==> src/rtl/hbus_wr_port.sv <==
module hbus_wr_port #(
  parameter int AW = 7,
  parameter int DW = 16,
  parameter logic [AW-1:0] FIFO_ADDR = 7'h10
) (
  input  logic          clk,
  input  logic          rst,
  input  logic          bus_cs_n,
  input  logic          bus_we_n,
  input  logic [AW-1:0] bus_addr,
  input  logic          bus_fsel,
  input  logic [DW-1:0] bus_data,
  output logic          reg_wr,
  output logic [AW-1:0] reg_addr,
  output logic [DW-1:0] reg_data,
  output logic          tx_push,
  output logic [DW-1:0] tx_data
);
  localparam int BW = AW + DW + 1;

  logic          act_raw;
  logic          s1, s2, s3, armed;
  logic [BW-1:0] d1, d2, cap;
  logic          fire, to_fifo;
  logic [AW-1:0] cap_addr;
  logic [DW-1:0] cap_data;
  logic          cap_sel;

  assign act_raw = ~bus_cs_n & ~bus_we_n;
  assign {cap_sel, cap_addr, cap_data} = cap;
  assign fire    = armed & s3 & ~s2;
  assign to_fifo = cap_sel | (cap_addr == FIFO_ADDR);

  always_ff @(posedge clk) begin
    if (rst) begin
      s1 <= 1'b1;
      s2 <= 1'b1;
      s3 <= 1'b1;
      armed <= 1'b0;
      d1 <= '0;
      d2 <= '0;
      cap <= '0;
    end else begin
      s1 <= act_raw;
      s2 <= s1;
      s3 <= s2;
      d1 <= {bus_fsel, bus_addr, bus_data};
      d2 <= d1;
      if (!s2) armed <= 1'b1;
      if (s2) cap <= d2;
    end
  end

  always_ff @(posedge clk) begin
    if (rst) begin
      reg_wr   <= 1'b0;
      tx_push  <= 1'b0;
      reg_addr <= '0;
      reg_data <= '0;
      tx_data  <= '0;
    end else begin
      reg_wr  <= fire & ~to_fifo;
      tx_push <= fire & to_fifo;
      if (fire & ~to_fifo) begin
        reg_addr <= cap_addr;
        reg_data <= cap_data;
      end
      if (fire & to_fifo) tx_data <= cap_data;
    end
  end
endmodule


==> config.mk <==
export PLATFORM = sky130hd
export DESIGN_NAME = hbus_wr_port
export DESIGN_NICKNAME = d
export VERILOG_FILES = /design/src/rtl/hbus_wr_port.sv
export SDC_FILE = /design/constraint.sdc
export NUM_CORES = 1
export LEC_CHECK = 0
export BUFFER_PORTS_ARGS = -buffer_cell sky130_fd_sc_hd__buf_2
export CELL_PAD_IN_SITES_DETAIL_PLACEMENT = 2
export CELL_PAD_IN_SITES_GLOBAL_PLACEMENT = 2
export CORE_MARGIN = 3
export CORE_UTILIZATION = 38
export DETAILED_ROUTE_END_ITERATION = 10
export PLACE_DENSITY = 0.95
export SYNTH_ARGS = -nofsm -noshare
export SYNTH_HDL_FRONTEND = slang
export SYNTH_SLANG_ARGS = --single-unit
==> constraint.sdc <==
create_clock -name clk -period 3.1 [get_ports clk]
set_clock_uncertainty 0.2 [all_clocks]
set_input_delay 0.62 -clock clk [delete_from_list [all_inputs] [get_ports clk]]
set_output_delay 0.62 -clock clk [all_outputs]
set_load 0.005 [all_outputs]
# After elaboration in Yosys (flattened, before gate mapping)
# Cells that the tools add are included.
# W data, S select, Z words.
# totals
reg_bits,117
in_bits,28
out_inout_bits,41
word_cells,23
# op_classes
eq_ne,1
bitwise_logic,10
# op_table
op,n
$eq A7 B5 Y1 const B,1
$and A1 B1 Y1,5
$not A1 Y1,4
$or A1 B1 Y1,1

# Logic depth before layout (Yosys ltp)
# Gate-level depths: netlist (run 1).
# depth
ltp_word,4
depth_mapped,6
depth_no_buf,3

# Worst setup path before layout (run 1)
# Ideal clock, no wire load.
# synth_timing
kind,input port to flip-flop
start,input rst
end,register tx_data[0]
setup_time_ns,0.134
arrival_time_ns,1.744
required_time_ns,2.766
slack_ns,1.021
stages,5
path_buffers,3
cell_sequence,buf_2 -> clkbuf_1 -> clkbuf_1 -> nor3_1 -> or4_1
# synth_lines
item,line_no,rtl
"start, declared",7,"input logic rst,"
"end signal, assigned",68,if (fire & to_fifo) tx_data <= cap_data;
"end, declared",17,output logic [DW-1:0] tx_data

# Final worst setup path (run 1)
# layout_timing
start,register cap[21]
end,register reg_data[6]
# layout_between
elab_chain_len,4
# layout_lines
item,line_no,rtl
"start, declared",23,"logic [BW-1:0] d1, d2, cap;"
"start signal, assigned",42,cap <= '0;
"start signal, assigned",50,if (s2) cap <= d2;
$eq A7 B5 Y1,32,assign to_fifo = cap_sel | (cap_addr == FIFO_ADDR);
$or A1 B1 Y1,32,
$not A1 Y1,64,if (fire & ~to_fifo) begin
$and A1 B1 Y1,64,
"end signal, assigned",66,reg_data <= cap_data;
"end, declared",15,"output logic [DW-1:0] reg_data,"
# Every way passes these cells.
# A chain may end at the register's enable or synchronous reset.

==> qor.txt, run 1 <==
Initial DRC Count -> 247
Total Routed Length -> 15600 um
Synth top cells by count -> dfxtp_1 (117), nor2b_1 (49), mux2i_1 (47)
worst slew pin tran -> 0.960 ns
DR top layer -> met4
Hold Buf Count CTS -> 0
Hold Vio Cnt, Final -> 0
FF+latch count, synth -> 117
die width -> 114 um
met3 wire length -> 781 um
vias per cell -> 5.36
post-detailed-route wirelength per cell -> 23.7 um
Total GRT Usage -> 25.1%
cell repeated most along the worst path -> buf_4
ANT nets after route -> 0
RSZ-0062 raised after global routing -> no
fin crit share -> 83.4%
Post-Syn Instances -> 448
syn_area_per_cell -> 9.90 um^2
r2r worst-path depth -> 5
post-synth top area cell -> dfxtp_1
Area after DPL -> 4850 um^2
hold endpoint -> s1$_SDFF_PP1_
post-synth top area share -> 52.8%
buffer count from post-CTS setup fixing -> 0
Cell Pwr Density -> 705 nW/um^2
Met1 Wirelength -> 6850 um
Startpoint Class -> flop
Final Setup Violations -> 0
asr flop ratio synth -> 0%
peak supply drop -> 454 uV
met2 wire length -> 7720 um
CTS tree -> built
I/O pin total -> 69
R2R Setup Slk -> 0.51 ns
CTS resizes -> 0
Final Critical Period -> 2.59 ns
CTS buffer count -> 17
root buf cell -> clkbuf_16
max_cap viols -> 0
Crit Path Max Fanout -> 18
gp weighted congestion -> 0.836
CP required -> 3.23 ns
synth-to-layout area growth -> 23.1%
total global routing overflow -> 0
cell area after synthesis -> 4430 um^2
Worst setup EP type -> flop
design area -> 5460 um^2
worst hold stages -> 2
Relative slew margins -> 35.8%
dpl hpwl -> 8460 um
diodes inserted -> 0
status -> complete, no violations
global-route wire length before repair -> 24400 um
Fin Setup TNS -> 0 ns
proportion of layout cells with a drive suffix above 1 -> 21.8%
clock tree buffer depth -> 2
Via Count -> 3524
Std-Cell Rows -> 38
final-stage net count -> 533
worst hold path class -> in -> reg
CP bufs+invs -> 2
CP arrival -> 2.72 ns
Seq/Total Area, Yosys -> 52.8%
family with the most delay on the worst path -> compound AO/OA/AOI/OAI gates
chip height -> 114 um
main flop type after synthesis -> dfxtp_1
clk sink count -> 117
H-Tree Depth -> 4
initial antenna violation count -> 0
cells along the critical path -> nor4b_4 > buf_4 > a211oi_4 > buf_4 > mux2i_1
synth top area cells -> dfxtp_1 (53%), mux2i_1 (11%), nor2b_1 (6.9%)
Netlist cell types -> 27
fmax -> 0.387 GHz
Post-synth EDFFs -> 0
Pins Over Slew Limit -> 0
Clock Latency Late Sink -> 0.43 ns
Die ar. -> 13000 um^2
Yosys warning total -> 0
crit-path max cell delay -> 0.84 ns
Pleak -> 2.26 nW
drt first pass iters -> 4
CTS clk-pin slew, worst paths -> 0.06 ns
Residual DRC -> 0
largest net degree at the start of global routing -> 79
Mapped Nets -> 476
Hold Crit Start -> bus_cs_n
reg2reg end -> reg_data[6]$_SDFFE_PP0P_
initial core utilization -> 39.9%
Core Area -> 11100 um^2
Port Buffer Count -> 68
reg2reg start -> cap[21]$_SDFFE_PP0P_
via count of the first global-routing pass -> 3980
most instantiated library cell after synthesis -> dfxtp_1
critical path's slowest cell -> a211oi_4
Crit Path Category -> reg -> reg
-- kinds of logic (layout without fill, tap and decap cells) --
logic type             count (synthesis)  count (layout)  share of synthesized area (%)
AO/OA/AOI/OAI                         20              20                           3.84
buffers and inverters                 56             126                           5.45
flip-flops                           117             117                           52.8
multiplexers                          47              47                           10.6
AND/OR/NAND/NOR                      208             208                           27.3
-- worst register-to-register path: cells and delay by family (launching register included) --
family	cells	cell delay, ns
multiplexers	1	0.28
buffers and inverters	2	0.63
AND/OR/NAND/NOR	1	0.08
flip-flops	1	0.46
AO/OA/AOI/OAI	1	0.84
-- worst max-delay path by stage --
stage | endpoint | cells after the start | from
2_1_floorplan | tx_data[0]$_SDFFE_PP0P_ | 5 | rst
4_1_cts | reg_data[6]$_SDFFE_PP0P_ | 5 | cap[21]$_SDFFE_PP0P_
5_1_grt | reg_data[6]$_SDFFE_PP0P_ | 5 | cap[21]$_SDFFE_PP0P_
6_report | reg_data[6]$_SDFFE_PP0P_ | 5 | cap[21]$_SDFFE_PP0P_
3_3_place_gp | tx_data[9]$_SDFFE_PP0P_ | 4 | rst
3_5_place_dp | reg_data[9]$_SDFFE_PP0P_ | 5 | cap[21]$_SDFFE_PP0P_
-- flip-flops by register name, indices dropped and copies added (netlist names) --
register  flops
d2           24
armed         1
tx_push       1
s1            1
cap          24
tx_data      16
s2            1
s3            1
d1           24
reg_data     16
reg_wr        1
reg_addr      7
-- power breakdown --
part	switching (mW)	internal [mW]
sequential	0.0361	1.56
combinational	0.115	0.0803
clock	0.757	1.30
-- cells in the final DEF (no fill, tap or decap), types with 2 or more instances in the layout --
cell type and count:
nand2b_1 45, clkbuf_16 17, nor4_1 16, buf_2 67, or2_2 2, clkinvlp_4 4, mux2i_1 47, inv_1 17
bufinv_16 3, nor2b_1 49, nor2_1 24, nor3_1 33, buf_4 10, a2111oi_0 16, dfxtp_1 117, a21oi_1 2
clkbuf_8 2, nand2_1 16, or4_1 16, clkinv_2 3
-- per-layer routing --
metal	GRT usage [%]	up-vias
met5	0	-
met4	8.71	0
met3	6.53	20
met2	41.7	100
met1	31.5	1774
li1	-	1630
-- cell type report --
cell class / instances / area [um^2]
clock buffer: 20 / 457
clock inverter: 12 / 153
fill: 1118 / 5670
inverter: 17 / 63.8
multi-input combinational: 275 / 1860
sequential: 117 / 2340
tap: 140 / 175
timing repair buffer: 77 / 410
-- stage by stage --
step	hold slack [ns]	total power, mW	utilization, %	cells	worst slack (ns)
final	0.176	3.85	49.1	658	0.514
after global placement	0.197	1.78	43.6	626	0.810
after detailed placement	0.202	1.81	43.6	626	0.691
after global routing	0.169	3.97	49.1	658	0.460
after floorplan	0.189	1.73	-	448	1.02
after CTS	0.161	3.89	49.1	658	0.531
(Power assumes the default switching activity.)
==> run 2: changes to the inputs <==
- ABC_AREA: default -> 1
- CORE_UTILIZATION: 38 -> 28
- PLACE_DENSITY: 0.95 -> 0.84
- clock period: 3.1 -> 2.13 ns (I/O delays scaled with it)
==> run 2 against run 1 <==
Effect of this change: area after synthesis down 10%; total power is 44% higher; sequential power grew 46%; critical path type unchanged; largest power group unchanged.
==> qor.txt, run 2 <==
status -> complete, no violations
crit-path max cell delay -> 0.53 ns (-0.31 ns)
largest net degree at the start of global routing -> 66 (-16%)
Hold Crit Start -> bus_data[11]
synth top area cells -> dfxtp_1 (59%), nor2_1 (11%), inv_1 (8.9%)
via count of the first global-routing pass -> 3745 (-5.9%)
Netlist cell types -> 17 (-37%)
fmax -> 0.529 GHz (+37%)
R2R Setup Slk -> 0.24 ns (-0.27 ns)
family with the most delay on the worst path -> simple AND/OR/NAND/NOR gates
CP arrival -> 1.99 ns (-0.73 ns)
post-synth top area share -> 58.8% (+6.0 points)
Post-synth EDFFs -> 0 (unchanged)
Post-Syn Instances -> 513 (+15%)
commonest non-fill, non-tap cells in the layout -> nor2_1 (118), dfxtp_1 (117), inv_1 (93), nand2_1 (71), buf_2 (68)
proportion of layout cells with a drive suffix above 1 -> 18.3% (-3.5 points)
Final Setup Violations -> 0 (unchanged)
Synth Area in XOR/XNOR -> 0% (unchanged)
post-synthesis mux area share -> 0% (-11 points)
final-stage net count -> 604 (+13%)
largest registers -> cap (24), d1 (24), d2 (24)
Synth top cells by count -> nor2_1 (118), dfxtp_1 (117), inv_1 (94)
CTS tree -> built
CTS clk-pin slew, worst paths -> 0.05 ns (about the same)
global-route wire length before repair -> 19000 um (-22%)
synth-to-layout area growth -> 27.6%
dpl hpwl -> 6610 um (-22%)
largest family of logic cells by synthesized area -> simple AND/OR/NAND/NOR gates
most instantiated library cell after synthesis -> nor2_1
Pint -> 4.35 mW (+48%)
syn_area_per_cell -> 7.76 um^2 (-22%)
Die ar. -> 15700 um^2 (+21%)
Final Critical Period -> 1.89 ns (-0.696 ns)
switching portion of total power -> 21.6% (-2.0 points)
vias per cell -> 4.29 (-20%)
I/O pin total -> 69 (unchanged)
drt first pass iters -> 4 (unchanged)
Hold Vio Cnt, Final -> 0 (unchanged)
CP bufs+invs -> 1 (-1)
Synth Area in Simple Gates -> 20.7% (-6.6 points)
crit path from -> cap[17]$_SDFFE_PP0P_
asr flop ratio synth -> 0% (unchanged)
peak supply drop -> 529 uV (+17%)
H-Tree Depth -> 4 (unchanged)
Residual DRC -> 0 (unchanged)
clock tree buffer depth -> 2 (unchanged)
cell area after synthesis -> 3980 um^2 (-10%)
die width -> 125 um (+9.9%)
post-synth top area cell -> dfxtp_1
Initial DRC Count -> 135 (-45%)
Yosys warning total -> 0 (unchanged)
Std-Cell Rows -> 42 (+11%)
Core Area -> 13600 um^2 (+22%)
total global routing overflow -> 0 (unchanged)
fin crit share -> 88.8% (+5.3 points)
Clk pwr share -> 53.6% (about the same)
Via Count -> 3280 (-6.9%)
Hold Buf Count CTS -> 0 (unchanged)
cells along the critical path -> inv_1 > nand2_1 > nor2_1 > nand2_1 > nand2_2 > nand3_1 > nand2_1 > nor2_1
chip height -> 125 um (+9.9%)
FF+latch count, synth -> 117 (unchanged)
reg2reg start -> cap[17]$_SDFFE_PP0P_
max_cap viols -> 0 (unchanged)
footprint of the multi-input gates -> 1140 um^2 (-39%)
critical path's slowest cell -> nand2_2
Crit Path Category -> reg -> reg
clk sink count -> 117 (unchanged)
Cell Pwr Density -> 1090 nW/um^2 (+55%)
worst slew pin tran -> 0.690 ns (-0.270 ns)
Crit Path Max Fanout -> 33 (+15)
diodes inserted -> 0 (unchanged)
Worst setup EP type -> flop
Net Sw Power -> 1.20 mW (+32%)
Fin Setup TNS -> 0 ns (unchanged)
worst hold path class -> in -> reg
post-detailed-route wirelength per cell -> 14.6 um (-38%)
leading cell type in the layout, fill and taps excluded -> nor2_1
Pins Over Slew Limit -> 0 (unchanged)
Pleak -> 2.55 nW (+13%)
Area after DPL -> 4460 um^2 (-8.0%)
RSZ-0062 raised after global routing -> no
post-synthesis compound-gate area fraction -> 7.92% (+4.1 points)
combinational cell fraction of total power -> 4.7% (-0.4 points)
register area -> 2340 um^2 (unchanged)
fill count -> 1569 (+40%)
Total GRT Usage -> 15.1% (-9.9 points)
root buf cell -> clkbuf_16
Synth Area in Adders -> 0% (unchanged)
CTS resizes -> 0 (unchanged)
Mapped Nets -> 541 (+14%)
design area -> 5080 um^2 (-6.9%)
main flop type after synthesis -> dfxtp_1
Startpoint Class -> flop
CP required -> 2.23 ns (-1.00 ns)
cell repeated most along the worst path -> nand2_1
Relative slew margins -> 53.9% (+18 points)
gp weighted congestion -> 0.694 (-17%)
Port Buffer Count -> 68 (unchanged)
CTS buffer count -> 17 (unchanged)
Clock Latency Late Sink -> 0.41 ns (-0.02 ns)
ANT nets after route -> 0 (unchanged)
initial antenna violation count -> 0 (unchanged)
Seq/Total Area, Yosys -> 58.8% (+6.0 points)
buffer count from post-CTS setup fixing -> 0 (unchanged)
initial core utilization -> 29.4% (-10 points)
Total Routed Length -> 11200 um (-28%)
Seq pwr share -> 41.8% (+0.4 points)
## run 2: layer usage
metal  global-route usage, %  vias up  routed length (um)
li1                        -     1642                   -
met1                    18.3     1544                5110
met2                    25.0       71                5340
met3                    4.65       23                 451
met4                    6.38        0                 267
met5                       0        -                   0
## run 2: path summary, 6_finish.rpt
check,to,depth (start not counted)
setup / recovery,tx_data[7]$_SDFFE_PP0P_,8
hold reg to reg,d2[13]$_SDFF_PP0_,2
hold / removal,d1[11]$_SDFF_PP0_,3
setup reg to reg,tx_data[7]$_SDFFE_PP0P_,8
## run 2: worst register-to-register path, cell delays in order, from the launching register on
cell     delay, ns
dfxtp_1       0.32
inv_1         0.09
nand2_1       0.08
nor2_1        0.09
nand2_1       0.11
nand2_2       0.53
nand3_1       0.20
nand2_1       0.12
nor2_1        0.04
## run 2: cell type report
cell class | instances | area share, %
inverters | 95 | 7.02
clock inverters | 8 | 2.36
flip-flops and latches | 117 | 46.1
repair buffers | 73 | 7.93
multi-input cells | 272 | 22.4
clock buffers | 24 | 9.87
well taps | 176 | 4.33
## run 2: logic make-up (layout without fill, tap and decap cells)
family | count (synthesis) | after routing
and+or+nand+nor | 209 | 209
buffers and inverters | 124 | 200
DFF | 117 | 117
AOI/OAI and AO/OA | 63 | 63
## run 2: stage by stage
stage	power, mW	util (%)	cells	hold WS (ns)	setup WS [ns]
2_1_floorplan	2.52	-	513	0.188	0.735
3_3_place_gp	2.59	32.9	733	0.192	0.381
6_report	5.55	37.5	765	0.0140	0.239
3_5_place_dp	2.61	32.9	733	0.199	0.291
5_1_grt	5.77	37.5	765	0.00631	0.0384
4_1_cts	5.61	37.5	765	0.00495	0.237
## run 2: power groups by stage
stage / sequential, mW / clock, mW / combinational (mW)
floorplan: 2.35 / 0 / 0.168
global placement: 2.36 / 0 / 0.238
detailed placement: 2.36 / 0 / 0.253
CTS: 2.32 / 3.03 / 0.266
global route: 2.33 / 3.14 / 0.302
finish: 2.32 / 2.97 / 0.260
